$ cat src/rtl/vtd_pkg.sv
package vtd_pkg;
    // word index of each readable register
    typedef enum logic [2:0] {
        REG_ACT_W   = 3'd0,
        REG_ACT_H   = 3'd1,
        REG_TOT_PIX = 3'd2,
        REG_TOT_LIN = 3'd3,
        REG_HS_LEN  = 3'd4,
        REG_VS_LEN  = 3'd5,
        REG_STATUS  = 3'd6
    } vtd_reg_e;

    localparam int STAT_LOCK = 0;
    localparam int STAT_HPOL = 1;
    localparam int STAT_VPOL = 2;
    localparam logic [1:0] RESP_OKAY = 2'b00;
endpackage

$ cat src/rtl/vtd_sync_meas.sv
// Measures the period and the shorter-level width of one sync signal,
// sampled on tick_i; a rising edge of the sampled level opens each period.
module vtd_sync_meas #(
    parameter int CNT_W = 12
) (
    input  logic             clk,
    input  logic             rst_n,
    input  logic             tick_i,
    input  logic             sig_i,
    output logic             edge_o,
    output logic             valid_o,
    output logic [CNT_W-1:0] period_o,
    output logic [CNT_W-1:0] width_o,
    output logic             act_high_o
);
    typedef struct packed {
        logic             prev;
        logic             have;
        logic [CNT_W-1:0] cnt;
        logic [CNT_W-1:0] high;
        logic             valid;
        logic [CNT_W-1:0] period;
        logic [CNT_W-1:0] width;
        logic             act_high;
    } st_t;

    st_t st_d, st_q;
    logic             rise;
    logic [CNT_W-1:0] low_len;
    logic             hi_short;

    always_comb begin
        st_d     = st_q;
        st_d.valid = 1'b0;
        rise     = tick_i & sig_i & ~st_q.prev;
        low_len  = st_q.cnt - st_q.high;
        hi_short = st_q.high < low_len;
        if (tick_i) begin
            st_d.prev = sig_i;
            if (rise) begin
                if (st_q.have) begin
                    st_d.valid    = 1'b1;
                    st_d.period   = st_q.cnt;
                    st_d.act_high = hi_short;
                    st_d.width    = hi_short ? st_q.high : low_len;
                end
                st_d.have = 1'b1;
                st_d.cnt  = {{(CNT_W-1){1'b0}}, 1'b1};
                st_d.high = {{(CNT_W-1){1'b0}}, 1'b1};
            end else begin
                st_d.cnt = (st_q.cnt == '1) ? st_q.cnt : st_q.cnt + 1'b1;
                if (sig_i && st_q.high != '1)
                    st_d.high = st_q.high + 1'b1;
            end
        end
    end

    always_ff @(posedge clk) begin
        if (!rst_n) st_q <= '0;
        else        st_q <= st_d;
    end

    assign edge_o     = rise;
    assign valid_o    = st_q.valid;
    assign period_o   = st_q.period;
    assign width_o    = st_q.width;
    assign act_high_o = st_q.act_high;


    width_half_chk: assert property (@(posedge clk) disable iff (!rst_n)
        valid_o |-> ({1'b0, width_o} << 1) <= {1'b0, period_o});
endmodule

$ cat src/rtl/vtd_active_meas.sv
// Measures data-enable run length and the number of runs per frame.
module vtd_active_meas #(
    parameter int CNT_W = 12
) (
    input  logic             clk,
    input  logic             rst_n,
    input  logic             de_i,
    input  logic             frame_i,
    output logic [CNT_W-1:0] width_o,
    output logic [CNT_W-1:0] height_o
);
    typedef struct packed {
        logic             prev;
        logic [CNT_W-1:0] run;
        logic [CNT_W-1:0] width;
        logic [CNT_W-1:0] lines;
        logic [CNT_W-1:0] height;
    } st_t;

    st_t st_d, st_q;

    always_comb begin
        st_d      = st_q;
        st_d.prev = de_i;
        if (de_i && st_q.run != '1)
            st_d.run = st_q.run + 1'b1;
        if (!de_i && st_q.prev) begin
            st_d.width = st_q.run;
            st_d.run   = '0;
        end
        if (de_i && !st_q.prev && st_q.lines != '1)
            st_d.lines = st_q.lines + 1'b1;
        if (frame_i) begin
            st_d.height = st_q.lines;
            st_d.lines  = '0;
        end
    end

    always_ff @(posedge clk) begin
        if (!rst_n) st_q <= '0;
        else        st_q <= st_d;
    end

    assign width_o  = st_q.width;
    assign height_o = st_q.height;


    width_hold_chk: assert property (@(posedge clk) disable iff (!rst_n)
        de_i |=> $stable(width_o));
endmodule

$ cat src/rtl/vtd_regs.sv
// Read-only AXI4-Lite style slave over the frame snapshot.
module vtd_regs
    import vtd_pkg::*;
#(
    parameter int ADDR_W = 5,
    parameter int DATA_W = 32,
    parameter int CNT_W  = 12
) (
    input  logic              clk,
    input  logic              rst_n,
    input  logic [ADDR_W-1:0] araddr_i,
    input  logic              arvalid_i,
    output logic              arready_o,
    output logic [DATA_W-1:0] rdata_o,
    output logic [1:0]        rresp_o,
    output logic              rvalid_o,
    input  logic              rready_i,
    input  logic [CNT_W-1:0]  act_w_i,
    input  logic [CNT_W-1:0]  act_h_i,
    input  logic [CNT_W-1:0]  tot_pix_i,
    input  logic [CNT_W-1:0]  tot_lin_i,
    input  logic [CNT_W-1:0]  hs_len_i,
    input  logic [CNT_W-1:0]  vs_len_i,
    input  logic              hpol_i,
    input  logic              vpol_i,
    input  logic              locked_i
);
    localparam int IDX_W = ADDR_W - 2;
    localparam int PAD_W = DATA_W - CNT_W;

    typedef struct packed {
        logic              rvalid;
        logic [DATA_W-1:0] rdata;
    } st_t;

    st_t st_d, st_q;
    logic [IDX_W-1:0]  idx;
    logic [DATA_W-1:0] sel;

    assign idx = araddr_i[ADDR_W-1:2];

    always_comb begin
        sel = '0;
        case (idx)
            IDX_W'(REG_ACT_W):   sel = {{PAD_W{1'b0}}, act_w_i};
            IDX_W'(REG_ACT_H):   sel = {{PAD_W{1'b0}}, act_h_i};
            IDX_W'(REG_TOT_PIX): sel = {{PAD_W{1'b0}}, tot_pix_i};
            IDX_W'(REG_TOT_LIN): sel = {{PAD_W{1'b0}}, tot_lin_i};
            IDX_W'(REG_HS_LEN):  sel = {{PAD_W{1'b0}}, hs_len_i};
            IDX_W'(REG_VS_LEN):  sel = {{PAD_W{1'b0}}, vs_len_i};
            IDX_W'(REG_STATUS): begin
                sel[STAT_LOCK] = locked_i;
                sel[STAT_HPOL] = hpol_i;
                sel[STAT_VPOL] = vpol_i;
            end
            default: sel = '0;
        endcase
    end

    always_comb begin
        st_d = st_q;
        if (arvalid_i && !st_q.rvalid) begin
            st_d.rvalid = 1'b1;
            st_d.rdata  = sel;
        end else if (st_q.rvalid && rready_i) begin
            st_d.rvalid = 1'b0;
        end
    end

    always_ff @(posedge clk) begin
        if (!rst_n) st_q <= '0;
        else        st_q <= st_d;
    end

    assign arready_o = ~st_q.rvalid;
    assign rvalid_o  = st_q.rvalid;
    assign rdata_o   = st_q.rdata;
    assign rresp_o   = RESP_OKAY;


    rdata_hold_chk: assert property (@(posedge clk) disable iff (!rst_n)
        (rvalid_o && !rready_i) |=> (rvalid_o && $stable(rdata_o)));

    read_issue_chk: assert property (@(posedge clk) disable iff (!rst_n)
        (arvalid_i && arready_o) |=> rvalid_o);
endmodule

$ cat src/rtl/vid_timing_detect.sv
module vid_timing_detect #(
    parameter int CNT_W  = 12,
    parameter int ADDR_W = 5,
    parameter int DATA_W = 32
) (
    input  logic              clk,
    input  logic              rst_n,
    input  logic              hsync_i,
    input  logic              vsync_i,
    input  logic              de_i,
    input  logic [ADDR_W-1:0] s_araddr,
    input  logic              s_arvalid,
    output logic              s_arready,
    output logic [DATA_W-1:0] s_rdata,
    output logic [1:0]        s_rresp,
    output logic              s_rvalid,
    input  logic              s_rready
);
    typedef struct packed {
        logic [CNT_W-1:0] aw;
        logic [CNT_W-1:0] ah;
        logic [CNT_W-1:0] ht;
        logic [CNT_W-1:0] vt;
        logic [CNT_W-1:0] hsw;
        logic [CNT_W-1:0] vsw;
        logic             hpol;
        logic             vpol;
    } snap_t;

    typedef struct packed {
        logic  hs;
        logic  vs;
        logic  de;
        logic  h_seen;
        logic  snap_ok;
        logic  locked;
        snap_t snap;
    } st_t;

    st_t st_d, st_q;

    logic             h_edge, h_valid, h_pol, v_edge, v_valid, v_pol;
    logic [CNT_W-1:0] h_per, h_wid, v_per, v_wid, a_wid, a_hgt;
    snap_t            fresh;

    vtd_sync_meas #(.CNT_W(CNT_W)) h_meas_i (
        .clk(clk), .rst_n(rst_n), .tick_i(1'b1), .sig_i(st_q.hs),
        .edge_o(h_edge), .valid_o(h_valid), .period_o(h_per),
        .width_o(h_wid), .act_high_o(h_pol)
    );

    vtd_sync_meas #(.CNT_W(CNT_W)) v_meas_i (
        .clk(clk), .rst_n(rst_n), .tick_i(h_edge), .sig_i(st_q.vs),
        .edge_o(v_edge), .valid_o(v_valid), .period_o(v_per),
        .width_o(v_wid), .act_high_o(v_pol)
    );

    vtd_active_meas #(.CNT_W(CNT_W)) act_meas_i (
        .clk(clk), .rst_n(rst_n), .de_i(st_q.de), .frame_i(v_edge),
        .width_o(a_wid), .height_o(a_hgt)
    );

    always_comb begin
        fresh = '{aw: a_wid, ah: a_hgt, ht: h_per, vt: v_per,
                  hsw: h_wid, vsw: v_wid, hpol: h_pol, vpol: v_pol};
        st_d    = st_q;
        st_d.hs = hsync_i;
        st_d.vs = vsync_i;
        st_d.de = de_i;
        if (h_valid)
            st_d.h_seen = 1'b1;
        if (v_valid && st_q.h_seen) begin
            st_d.locked  = st_q.snap_ok && (fresh == st_q.snap);
            st_d.snap    = fresh;
            st_d.snap_ok = 1'b1;
        end
    end

    always_ff @(posedge clk) begin
        if (!rst_n) st_q <= '0;
        else        st_q <= st_d;
    end

    vtd_regs #(.ADDR_W(ADDR_W), .DATA_W(DATA_W), .CNT_W(CNT_W)) regs_i (
        .clk(clk), .rst_n(rst_n),
        .araddr_i(s_araddr), .arvalid_i(s_arvalid), .arready_o(s_arready),
        .rdata_o(s_rdata), .rresp_o(s_rresp), .rvalid_o(s_rvalid),
        .rready_i(s_rready),
        .act_w_i(st_q.snap.aw), .act_h_i(st_q.snap.ah),
        .tot_pix_i(st_q.snap.ht), .tot_lin_i(st_q.snap.vt),
        .hs_len_i(st_q.snap.hsw), .vs_len_i(st_q.snap.vsw),
        .hpol_i(st_q.snap.hpol), .vpol_i(st_q.snap.vpol),
        .locked_i(st_q.locked)
    );


    lock_at_frame_chk: assert property (@(posedge clk) disable iff (!rst_n)
        $rose(st_q.locked) |-> $past(v_valid));

    lock_drop_chk: assert property (@(posedge clk) disable iff (!rst_n)
        $fell(st_q.locked) |-> $past(v_valid));

    snap_hold_chk: assert property (@(posedge clk) disable iff (!rst_n)
        !$past(v_valid) |-> $stable(st_q.snap));
endmodule

$ cat config.mk
export PLATFORM = sky130hd
export DESIGN_NAME = vid_timing_detect
export DESIGN_NICKNAME = d
export VERILOG_FILES = /design/src/rtl/vtd_pkg.sv /design/src/rtl/vtd_sync_meas.sv /design/src/rtl/vtd_active_meas.sv /design/src/rtl/vtd_regs.sv /design/src/rtl/vid_timing_detect.sv
export SDC_FILE = /design/constraint.sdc
export NUM_CORES = 1
export LEC_CHECK = 0
export ABC_AREA = 1
export ABC_CLOCK_PERIOD_IN_PS = 7700
export CAP_MARGIN = 10
export CORE_ASPECT_RATIO = 0.6
export CORE_UTILIZATION = 61
export CTS_BUF_LIST = sky130_fd_sc_hd__clkbuf_4
export CTS_CLUSTER_SIZE = 25
export DETAILED_ROUTE_END_ITERATION = 10
export GPL_ROUTABILITY_DRIVEN = 0
export PLACE_DENSITY = 0.87
export SLEW_MARGIN = 0
export SYNTH_ARGS = -nofsm -noshare
export SYNTH_HDL_FRONTEND = slang
export SYNTH_SLANG_ARGS = --single-unit
$ cat constraint.sdc
create_clock -name clk -period 7.7 [get_ports clk]
set_input_delay 1.155 -clock clk [delete_from_list [all_inputs] [get_ports clk]]
set_output_delay 1.155 -clock clk [all_outputs]
set_load 0.005 [all_outputs]
### Word-level counts from Yosys, hierarchy flattened

Cells that the tools add are included.

* register bits: 266
* input port bits: 12
* output and inout bits: 36
* logic and storage cells: 112

* add/subtract/negate cells: 8
* magnitude comparators: 2
* equal/unequal tests: 15
* mux-type cells: 14
* bitwise operators: 7
* reductions and logical operators: 27

Operators with widths (count)
* $eq A74 B74 Y1: 1
* $add A12 B1 Y12 const B: 6
* $mux W12: 5
* $pmux W9 S6: 1
* $mux W26: 2
* $ne A12 B12 Y1 const B: 4
* $eq A12 B12 Y1 const B: 2
* $lt A12 B12 Y1: 2
* $mux W24: 1
* $sub A12 B12 Y12: 2
* $pmux W3 S7: 1
* $mux W13: 1
* $logic_and A1 B1 Y1: 10
* $reduce_and A2 Y1: 5
* $eq A3 B3 Y1 const B: 3
* $eq A3 B2 Y1 const B: 2
* $reduce_and A3 Y1: 2
* $reduce_bool A2 Y1: 3
* $reduce_or A2 Y1: 3
* $ne A2 B1 Y1 const B: 2
* $not A1 Y1: 4
* $and A1 B1 Y1: 3
* $eq A3 B1 Y1 const B: 1
* $logic_not A1 Y1: 3
* other kinds (2): 4

### Longest topological paths before layout

Gate-level depths: netlist of the first run.

* word-level depth: 6
* gate-level depth with buffers: 22
* mapped depth without buffers: 22

### Cells and area by module

A second synthesis of the first run with hierarchy kept.

* cell total of the unflattened synthesis: 2274
* area, all modules: 14898.0 µm²

Modules (own cells, without submodules)
* vid_timing_detect: instances 1, cells each 621, area an instance 3955.0 µm², seq. area each 1601.5 µm²
* vtd_sync_meas at v_meas_i: instances 1, cells each 531, area an instance 3604.7 µm², seq. area each 1041.0 µm²
* vtd_sync_meas at h_meas_i: instances 1, cells each 523, area an instance 3447.1 µm², seq. area each 1041.0 µm²
* vtd_active_meas: instances 1, cells each 346, area an instance 2454.9 µm², seq. area each 980.9 µm²
* vtd_regs: instances 1, cells each 253, area an instance 1436.4 µm², seq. area each 260.2 µm²

### Worst setup path after synthesis of the first run

OpenSTA, ideal clock, no wires.

* path type: reg2reg
* from: reg h_meas_i.st_q[38] (netlist bit)
* to: reg h_meas_i.st_q (netlist bit h_meas_i.width_o[6])
* setup time: 0.116 ns
* arrival: 2.871 ns
* required time: 7.584 ns
* slack: 4.713 ns
* stages on the path, launching flop included: 20
* path buffers: 0
* period minus slack after synthesis: 2.987 ns
* cell sequence: dfxtp_1 -> inv_1 -> ha_1 -> fa_1 -> o21bai_1 -> nand2_1 -> nand2_1 -> xor2_1 -> inv_1 -> ha_1 -> nand2_1 -> inv_1 -> nand2_1 -> a21oi_1 -> nor2_1 -> nand2_1 -> nor2_1 -> inv_1 -> o21ai_0 -> nor2_1

* cells in the longest elaborated chain, start to end: 3

Ends and longest elaborated chain
* from (decl): line vtd_sync_meas.sv:27 `st_t st_d, st_q;`
* from (signal assigned): line vtd_sync_meas.sv:60 `else st_q <= st_d;`
* $sub A12 B12 Y12 *: line vtd_sync_meas.sv:36 `low_len = st_q.cnt - st_q.high;`
* $lt A12 B12 Y1: line vtd_sync_meas.sv:37 `hi_short = st_q.high < low_len;`
* $mux W12 *: line vtd_sync_meas.sv:45 `st_d.width = hi_short ? st_q.high : low_len;`

Mark *: on every way between the ends. The rest lies on a longest branch, timed or not.
A chain may end at the register's enable or synchronous reset.

### Worst setup path after layout of the first run

* from: reg v_meas_i.st_q[38] (netlist bit)
* to: reg v_meas_i.st_q (netlist bit v_meas_i.width_o[7])

* cells in the longest elaborated chain, start to end: 3

Ends and longest elaborated chain (line)
* from (decl): vtd_sync_meas.sv:27
* from (signal assigned): vtd_sync_meas.sv:60
* $sub A12 B12 Y12 *: vtd_sync_meas.sv:36
* $lt A12 B12 Y1: vtd_sync_meas.sv:37
* $mux W12 *: vtd_sync_meas.sv:45

Marked as above.

==> reports/metrics.csv, run 1 <==
stage,metric,value,unit
status,outcome,"complete, no violations",
synthesis,synthFlopType,dfxtp_1,
timing,finalMaxSlewViolations,0,
timing,worst-slew-pin-transition,905.5,ps
layout,drive_above_1_share,0.05212,
clocking,h-tree-depth,2,
power_and_ir_drop,p_leak,6.133,nW
clocking,clkSlewWorstSetupHoldPaths,70,ps
route,wl_per_cell,15.34,um
clocking,clock_sinks,246,
clocking,cts_tree,built,
synthesis,synth_edf_count,0,
layout,nNetsFinal,2097,
power_and_ir_drop,totalPowerFinal,2.594,mW
timing,finalSetupViolCount,0,
layout,post-route-util,0.6764,
min_path,min-delay-path-class,reg2reg,
worst_setup_path,critPathKind,reg2reg,
layout,mostFrequentLayoutCell,nand2_1,
global_route,antenna_found_initial,0,
layout,syn_to_final_growth,7.429,%
timing,hold_viol,0,
floorplan,die_area,22540,um^2
route,vias_per_cell,5.632,
timing,max_freq,0.2651,GHz
layout,n_antenna_cell,0,
synthesis,synth.avg_cell_area,6.662,um^2
placement,post-dp-hpwl,25840,um
clocking,cts_resized,0,
layout,layout.cells.non_filler,2351,
route,routed_wl,36070,um
placement,dpl_cell_area,13660,um^2
clocking,root_buffer,clkbuf_4,
synthesis,synth.distinct_cells,45,
synthesis,async_flop_share,0,
worst_setup_path,cp_max_fo,20,
timing,fin_ws,3928,ps
layout,finish.instance_area,14370,um^2
clocking,cts_hold_buf,0,
min_path,hold_start,h_meas_i.valid_o,
worst_setup_path,cp_data_arrival_time,4370,ps
route,postRouteAntennaNets,0,
clocking,clk_latency,700,ps
global_route,grt_overflow,0,
floorplan,die_h,116.7,um
placement,place_inst,2253,
power_and_ir_drop,vdd_drop_max,0.0001352,V
synthesis,ys_seq_area_frac,0.3683,
global_route,grt_pass1_vias,11390,
layout,final_cell_mix,"nand2_1, inv_1, dfxtp_1",
floorplan,die_w,193.1,um
power_and_ir_drop,power.density,180.6,nW/um^2
floorplan,num_rows,41,
global_route,gr-usage-all-layers,0.3166,
synthesis,synth_area,13370,um^2
clocking,cts_setup_buffers,0,
worst_setup_path,r2r-start,v_meas_i.st_q[38],
clocking,cts.path.max_buffers,3,
timing,rsz0062_at_grt,false,
placement,io_buffers,23,
timing,fin_crit_sh,0.4899,
worst_setup_path,required,8300,ps
worst_setup_path,startpoint,v_meas_i.st_q[38],
synthesis,syn_inst,2007,
floorplan,initial_core_util,0.6296,
job,maxCapViolCount,0,
timing,hold_ws,464.7,ps
global_route,grt_max_degree,98,
floorplan,ios,48,
placement,pre_cts_slack,4083,ps
route,drt_iter0_drc,1592,
timing,skew,35.94,ps
timing,maxSlewHeadroom,0.3964,
timing,period_needed,3772,ps
synthesis,ys_seq_elements,246,
clocking,cts_buffers,55,
worst_setup_path,startpoint_type,flip-flop,
floorplan,core_area,21240,um^2
route,vias,13240,
route,drc,0,
worst_setup_path,critPathCaptureType,flip-flop,
route,detail_route.first_pass.iterations,9,
timing,finalSetupTns,0,ps
synthesis,synth-warning-count,0,
global_route,grt_pass1_wl,56360,um
[cell usage after synthesis, drive strengths merged (8+ instances only)]
cell type | number | share of area
nand2 | 469 | 0.13
inv | 294 | 0.083
dfxtp | 246 | 0.37
a21oi | 225 | 0.084
nor2 | 195 | 0.056
o21ai | 190 | 0.071
nand3 | 76 | 0.028
ha | 52 | 0.049
clkbuf | 45 | 0.013
buf | 38 | 0.019
xor2 | 35 | 0.023
nand4 | 29 | 0.014
xnor2 | 25 | 0.016
nor3 | 24 | 0.0094
o22ai | 13 | 0.0061
a31oi | 8 | 0.0037
[where the power goes]
| part | switching, mW | total [mW] | internal [mW] | leakage (nW) |
|---|---|---|---|---|
| clock | 0.535 | 1.06 | 0.523 | 0.423 |
| combinational | 0.156 | 0.227 | 0.0708 | 3.72 |
| sequential | 0.0187 | 1.31 | 1.29 | 1.99 |
[critical path, stage by stage, from the launching register on]
cell	delay (ps)
dfxtp_1	490
inv_1	150
ha_1	230
fa_1	410
inv_1	100
nand3_1	70
nand2_1	140
nand2_1	90
nand2_1	60
nand2_1	40
nand2_1	90
inv_1	50
ha_1	280
nand2_1	60
o21ai_0	100
nand2_1	170
nand3_1	610
nand2_1	270
nand2_1	80
o21ai_1	130
inv_1	50
[worst paths after layout]
path	endpoint	slack (ps)	cells after the start
worst max register to register	v_meas_i.width_o[7]	3930	20
worst max-delay path	v_meas_i.width_o[7]	3930	20
worst min-delay path	st_q[76]	460	2
worst min register to register	st_q[76]	460	2
[cell families after synthesis]
group	synth area share
DFF	0.3683
and+or+nand+nor	0.2449
other	0.0002804
adders and majority gates	0.05165
AOI/OAI and AO/OA	0.1798
buffers and inverters	0.1158
xor gates and xnor gates	0.03930
[cell type report]
type,count,area [um^2]
inverter,300,1127
clock buffer,83,623.1
tap,279,349.1
timing repair buffer,29,272.8
clock inverter,15,83.83
sequential,246,4925
multi-input combinational,1399,6984
fill,1752,6873
[state kept, by name, summed over array words and instances, names as in the netlist]
name / count
act_meas_i.height_o: 12
h_meas_i.width_o: 12
regs_i.rvalid_o: 1
v_meas_i.period_o: 12
v_meas_i.st_q: 26
act_meas_i.width_o: 12
v_meas_i.valid_o: 1
h_meas_i.st_q: 26
v_meas_i.act_high_o: 1
h_meas_i.period_o: 12
regs_i.rdata_o: 12
act_meas_i.st_q: 25
st_q: 80
v_meas_i.width_o: 12
h_meas_i.valid_o: 1
h_meas_i.act_high_o: 1
[routing by layer]
| metal | routed length, um | track usage | share of wire |
|---|---|---|---|
| met1 | 16360 | 0.4652 | 0.45 |
| met2 | 14860 | 0.4698 | 0.41 |
| met5 | 0 | 0 | 0 |
| met4 | 604 | 0.08021 | 0.017 |
| met3 | 4240 | 0.06520 | 0.12 |
(Power assumes the default switching activity.)
==> run 2, diff against run 1 <==
Settings changed: ABC_CLOCK_PERIOD_IN_PS 7700 to 3550.
Clock period 7.7 ns to 3.55 ns, I/O delays scaled along.
==> reports/metrics.csv, run 2 (synthesis results as in run 1) <==
stage,metric,value,unit,change
status,outcome,"complete, no violations",,
route,detail_route.first_pass.iterations,8,,-1
timing,fin_crit_sh,0.9115,,+0.4216
floorplan,die_area,22540,um^2,unchanged
timing,maxSlewHeadroom,0.5090,,+0.1127
worst_setup_path,cpPeakStageDelay,430,ps,-180 ps
route,vias_per_cell,5.613,,-0.33%
worst_setup_path,cp_data_arrival_time,3880,ps,-490 ps
worst_setup_path,timing.rr.end,h_meas_i.width_o[9],,
worst_setup_path,critPathCaptureType,flip-flop,,
worst_setup_path,cp_slowest_cell,dfxtp_1,,
route,wl_per_cell,15.50,um,+1.0%
layout,final_cell_mix,"nand2_1, inv_1, dfxtp_1",,
power_and_ir_drop,totalPowerFinal,5.624,mW,+120%
floorplan,ios,48,,unchanged
layout,largest_register,st_q,,
global_route,grt_pass1_wl,58000,um,+2.9%
worst_setup_path,startpoint,h_meas_i.st_q[31],,
clocking,h-tree-depth,2,,unchanged
timing,finalMaxSlewViolations,0,,unchanged
layout,finish.instance_area,14450,um^2,+0.58%
power_and_ir_drop,vdd_drop_max,0.0003252,V,+140%
worst_setup_path,critPathKind,reg2reg,,
timing,hold_viol,0,,unchanged
placement,dpl_cell_area,13730,um^2,+0.49%
clocking,clock_sinks,246,,unchanged
timing,rsz0062_at_grt,false,,
floorplan,core_area,21240,um^2,unchanged
clocking,cts.path.max_buffers,3,,unchanged
clocking,cts_tree,built,,
floorplan,initial_core_util,0.6296,,unchanged
layout,post-route-util,0.6803,,+0.003948
min_path,min-delay-path-class,in2reg,,
clocking,cts_buffers,56,,+1.8%
layout,syn_to_final_growth,8.057,%,
route,routed_wl,36560,um,+1.4%
route,drc,0,,unchanged
worst_setup_path,rr_worst_depth,21,,+5.0%
layout,fillers,1781,,+1.7%
power_and_ir_drop,p_leak,6.183,nW,+0.81%
worst_setup_path,r2r-start,h_meas_i.st_q[31],,
placement,place_inst,2262,,+0.40%
placement,io_buffers,23,,unchanged
timing,finalSetupTns,0,ps,unchanged
placement,post-dp-hpwl,26500,um,+2.5%
clocking,clk_latency,710,ps,about the same
timing,worst-slew-pin-transition,736.4,ps,-169.0 ps
worst_setup_path,required,4190,ps,-4110 ps
clocking,cts_hold_buf,0,,unchanged
route,vias,13240,,-0.038%
worst_setup_path,r2r_setup_slack,310,ps,-3610 ps
layout,layout.cells.non_filler,2358,,+0.30%
layout,drive_above_1_share,0.06160,,+0.009474
layout,nNetsFinal,2108,,+0.52%
timing,finalSetupViolCount,0,,unchanged
clocking,clkSlewWorstSetupHoldPaths,70,ps,about the same
floorplan,die_h,116.7,um,unchanged
worst_setup_path,crit_top_cell,nand2_1,,
timing,fin_ws,314.3,ps,-3614 ps
worst_setup_path,crit_end,h_meas_i.width_o[9],,
route,drt_iter0_drc,1432,,-10%
timing,skew,33.65,ps,-2.288 ps
timing,hold_ws,283.5,ps,-181.2 ps
global_route,grt_pass1_vias,11910,,+4.6%
global_route,grt_max_degree,80,,-18%
floorplan,num_rows,41,,unchanged
timing,max_freq,0.3091,GHz,+17%
layout,largest_register_ffs,80,,unchanged
job,maxCapViolCount,0,,unchanged
layout,top_regs,"st_q (80), h_meas_i.st_q (26), v_meas_i.st_q (26)",,
timing,period_needed,3236,ps,-536.4 ps
global_route,antenna_found_initial,0,,unchanged
floorplan,die_w,193.1,um,unchanged
clocking,root_buffer,clkbuf_4,,
route,postRouteAntennaNets,0,,unchanged
worst_setup_path,startpoint_type,flip-flop,,
layout,mostFrequentLayoutCell,nand2_1,,
worst_setup_path,cp_max_fo,10,,-50%
power_and_ir_drop,power.density,389.2,nW/um^2,+120%
worst_setup_path,crit_chain,"inv_1, ha_1, nand2_1, inv_1, a21oi_1, nand2_1, nand2_1, nand2_1, nand2_1, nand2_1, ha_1, nand2_1, inv_1, nand3_1, nor2_1, nand2_1, nand2_2, nand2_2, nor2_1, nor2_1, nor2_1",,
global_route,grt_overflow,0,,unchanged
global_route,gr-usage-all-layers,0.3259,,+0.009282
placement,pre_cts_slack,209.9,ps,-3873 ps
[run 2: cell count changes in the layout (fill, tap and decap cells not counted), sizes merged]
| cell | previous run | this run |
|---|---|---|
| buf | 7 | 17 |
| clkinv | 19 | 14 |
| inv | 295 | 296 |
| diode | 0 | 1 |
[run 2: per-layer routing]
layer / track usage / part of all wire / vias to the layer above / wire, um
met4: 0.1073 / 0.023 / 0 / 844
met5: 0 / 0 / - / 0
met3: 0.09886 / 0.13 / 87 / 4857
met2: 0.4688 / 0.40 / 711 / 14720
met1: 0.4615 / 0.44 / 5930 / 16140
li1: - / - / 6508 / -
[run 2: worst min path at each step]
stage | startpoint | end | slack [ps] | cells past startpoint
floorplan | h_meas_i.valid_o | st_q[76] | 410 | 2
finish | rst_n | h_meas_i.st_q[38] | 280 | 3
detailed placement | h_meas_i.valid_o | st_q[76] | 450 | 2
global route | rst_n | h_meas_i.st_q[38] | 270 | 3
CTS | rst_n | h_meas_i.st_q[38] | 240 | 3
global placement | h_meas_i.valid_o | st_q[76] | 430 | 2
[run 2: what timing repair did]
item / 4_1_cts / 5_1_grt
setup endpoints to repair: 0 / 20
resized for setup: 0 / 12
setup buffers: 0 / 1
[run 2: worst max-delay path, delay by kind of cell, from the launching register on]
family,cells,cell delay (ps)
flip-flops,1,430
AO/OA/AOI/OAI,1,130
AND/OR/NAND/NOR,15,1630
buffers and inverters,3,290
adder cells (fa/ha/maj),2,710
[run 2: where the power goes]
group          total (mW)  switching, mW  leakage, nW  internal (mW)
Combinational       0.526          0.356         3.78          0.170
Clock                2.26           1.13        0.417           1.13
Sequential           2.84         0.0372         1.99           2.80
[run 2: cell type report]
type                    count  area [um^2]  share of cell area
repair buffers             39        351.6             0.02433
clock inverters            11        67.56            0.004676
multi-input cells        1399         6998              0.4843
flip-flops and latches    246         4930              0.3412
diodes                      1        2.502           0.0001732
clock buffers              83        623.1             0.04312
well taps                 279        349.1             0.02416
inverters                 300         1127             0.07802
==> run 3, diff against run 2 <==
Settings changed: ABC_AREA 1 to unset.
==> reports/metrics.csv, run 3 <==
stage,metric,value,unit,change
synthesis,synth.avg_cell_area,8.389,um^2,+26%
route,drc,0,,unchanged
synthesis,synth-warning-count,0,,unchanged
floorplan,die_w,190.2,um,-1.5%
synthesis,ys_seq_area_frac,0.3797,,+0.01144
worst_setup_path,crit_top_cell,a21o_1,,
floorplan,initial_core_util,0.6351,,+0.005500
clocking,clock_sinks,246,,unchanged
floorplan,die_h,114.9,um,-1.5%
placement,io_buffers,23,,unchanged
synthesis,synth.area.top_cells,"dfxtp_1, nand2_1, a21boi_0",,
synthesis,synth_top_cell_by_area,dfxtp_1,,
global_route,grt_max_degree,110,,+38%
layout,post-route-util,0.7032,,+0.02291
timing,period_needed,3504,ps,+268.1 ps
route,routed_wl,34800,um,-4.8%
global_route,grt_pass1_wl,54490,um,-6.1%
synthesis,ys_seq_elements,246,,unchanged
worst_setup_path,crit_chain,"inv_1, ha_1, nor2b_1, o2111ai_1, nand4b_1, a221oi_2, xor2_1, ha_1, a21o_1, a21o_1, a21o_1, or3_4, mux2i_1, o21ba_2",,
worst_setup_path,cpPeakStageDelay,430,ps,about the same
layout,drive_above_1_share,0.1096,,+0.04796
layout,n_antenna_cell,0,,-1
layout,syn_to_final_growth,10.73,%,
worst_setup_path,cp_slowest_cell,or3_4,,
synthesis,synth_xor_area_frac,0.09050,,+0.05120
synthesis,synthFlopType,dfxtp_1,,
layout,final_cell_mix,"nand2_1, dfxtp_1, a21boi_0",,
route,wl_per_cell,18.16,um,+17%
global_route,antenna_found_initial,0,,unchanged
layout,nNetsFinal,1669,,-21%
synthesis,yosys.area.top_type_share,0.3797,,+0.01144
synthesis,synth_most_common_cell,nand2_1,,
timing,hold_ws,232.5,ps,-51.06 ps
timing,fin_ws,46.19,ps,-268.1 ps
route,detail_route.first_pass.iterations,6,,-2
clocking,cts_tree,built,,
layout,fillers,1513,,-15%
layout,top_regs,"st_q (80), h_meas_i.st_q (26), v_meas_i.st_q (26)",,
status,outcome,"complete, no violations",,
worst_setup_path,cp_top_family,compound AO/OA/AOI/OAI gates,,
route,drt_iter0_drc,1219,,-15%
floorplan,ios,48,,unchanged
worst_setup_path,r2r_setup_slack,50,ps,-270 ps
worst_setup_path,startpoint_type,flip-flop,,
clocking,clkSlewWorstSetupHoldPaths,70,ps,about the same
timing,finalMaxSlewViolations,0,,unchanged
placement,post-dp-hpwl,24970,um,-5.8%
route,vias_per_cell,5.973,,+6.4%
route,postRouteAntennaNets,0,,unchanged
layout,largest_register,st_q,,
synthesis,synthSimpleGateAreaFrac,0.2133,,-0.03156
timing,maxSlewHeadroom,0.3645,,-0.1445
synthesis,synth_adder_area_share,0.05326,,+0.001605
placement,place_inst,1814,,-20%
global_route,gr-usage-all-layers,0.3160,,-0.009930
worst_setup_path,critPathCaptureType,flip-flop,,
route,vias,11450,,-14%
clocking,cts_hold_buf,0,,unchanged
worst_setup_path,required,4140,ps,-50 ps
synthesis,synth_top_family_by_area,simple AND/OR/NAND/NOR gates,,
floorplan,die_area,21870,um^2,-3.0%
synthesis,muxShareOfSynthArea,0.02779,,+0.02779
global_route,grt_pass1_vias,10590,,-11%
synthesis,synth.distinct_cells,72,,+60%
synthesis,ys_top_cells_by_count,"nand2_1, dfxtp_1, a21boi_0",,
floorplan,core_area,20420,um^2,-3.9%
synthesis,async_flop_share,0,,unchanged
synthesis,synth_edf_count,0,,unchanged
worst_setup_path,crit_buf_inv,1,,-2
layout,largest_register_ffs,80,,unchanged
layout,layout.cells.non_filler,1916,,-19%
floorplan,num_rows,40,,-2.4%
layout,mostFrequentLayoutCell,nand2_1,,
timing,hold_viol,0,,unchanged
synthesis,synth_area,12970,um^2,-3.0%
timing,worst-slew-pin-transition,953.2,ps,+216.7 ps
worst_setup_path,cp_data_arrival_time,4090,ps,+210 ps
worst_setup_path,critPathKind,reg2reg,,
timing,max_freq,0.2854,GHz,-7.7%
global_route,grt_overflow,0,,unchanged
synthesis,synth_compound_area_frac,0.1836,,+0.003848
clocking,clk_latency,710,ps,about the same
clocking,h-tree-depth,2,,unchanged
timing,finalSetupTns,0,ps,unchanged
min_path,min-delay-path-class,in2reg,,
worst_setup_path,cp_max_fo,12,,+2
clocking,root_buffer,clkbuf_4,,
placement,pre_cts_slack,36.88,ps,-173.0 ps
timing,finalSetupViolCount,0,,unchanged
power_and_ir_drop,power.density,396.0,nW/um^2,+1.7%
timing,fin_crit_sh,0.9870,,+0.07553
clocking,cts.path.max_buffers,3,,unchanged
timing,skew,62.31,ps,+28.66 ps
synthesis,syn_inst,1546,,-23%
clocking,cts_buffers,55,,-1.8%
timing,rsz0062_at_grt,true,,
power_and_ir_drop,p_leak,5.769,nW,-6.7%
power_and_ir_drop,vdd_drop_max,0.0003652,V,+12%
job,maxCapViolCount,0,,unchanged
-- run 3: cell types whose count changed after synthesis, moves of 27 or more --
cell and change:
xor2_1 +66, mux2i_1 +27, nor2_1 -99, nand2_1 -154, inv_1 -251, a21boi_0 +133, o21ai_0 -143, a21oi_1 -193
-- run 3: logic make-up (layout without fill, tap and decap cells) --
| logic type | after synthesis | after routing |
|---|---|---|
| AO/OA/AOI/OAI | 328 | 328 |
| XOR/XNOR | 134 | 134 |
| adder cells (fa/ha/maj) | 54 | 54 |
| buffers and inverters | 143 | 218 |
| flip-flops | 246 | 246 |
| multiplexers | 33 | 33 |
| other | 1 | 22 |
| AND/OR/NAND/NOR | 607 | 608 |
-- run 3: report_power, final --
part | internal (mW) | leakage (nW) | switching (mW)
logic | 0.191 | 3.34 | 0.262
registers | 2.78 | 1.99 | 0.0231
clock network | 1.29 | 0.447 | 1.14
-- run 3: path summary, 6_finish.rpt --
check                                      endpoint  depth (start not counted)               from
worst max-delay path            v_meas_i.width_o[2]                         14  v_meas_i.st_q[27]
worst min-delay path                       st_q[76]                          2              rst_n
worst max register to register  v_meas_i.width_o[2]                         14  v_meas_i.st_q[27]
worst min register to register             st_q[76]                          1   h_meas_i.valid_o
-- run 3: per-layer routing --
metal	track usage	routed length (um)	vias to the layer above
met4	0.06720	553	0
met2	0.4494	14220	508
met1	0.4421	15790	5409
li1	-	-	5457
met5	0	0	-
met3	0.1343	4248	71
-- run 3: area by class of cell --
class,count,area [um^2],area share
multi-input combinational,1179,7515,0.5233
inverter,42,157.7,0.01098
tap,273,341.6,0.02379
clock buffer,84,630.6,0.04391
clock inverter,13,128.9,0.008975
timing repair buffer,79,660.6,0.04601
sequential,246,4926,0.3430
-- run 3: through the flow --
step / total power [mW] / instance area [um^2]
3_5_place_dp: 3.288 / 13510
4_1_cts: 5.676 / 14270
5_1_grt: 5.899 / 14360
6_report: 5.687 / 14360
3_3_place_gp: 3.274 / 13510
2_1_floorplan: 3.173 / 13050
-- run 3: timing repair --
item                       in CTS  in global routing
setup endpoints to repair       0                 26
resized for setup               0                 14
setup buffers                   0                  4
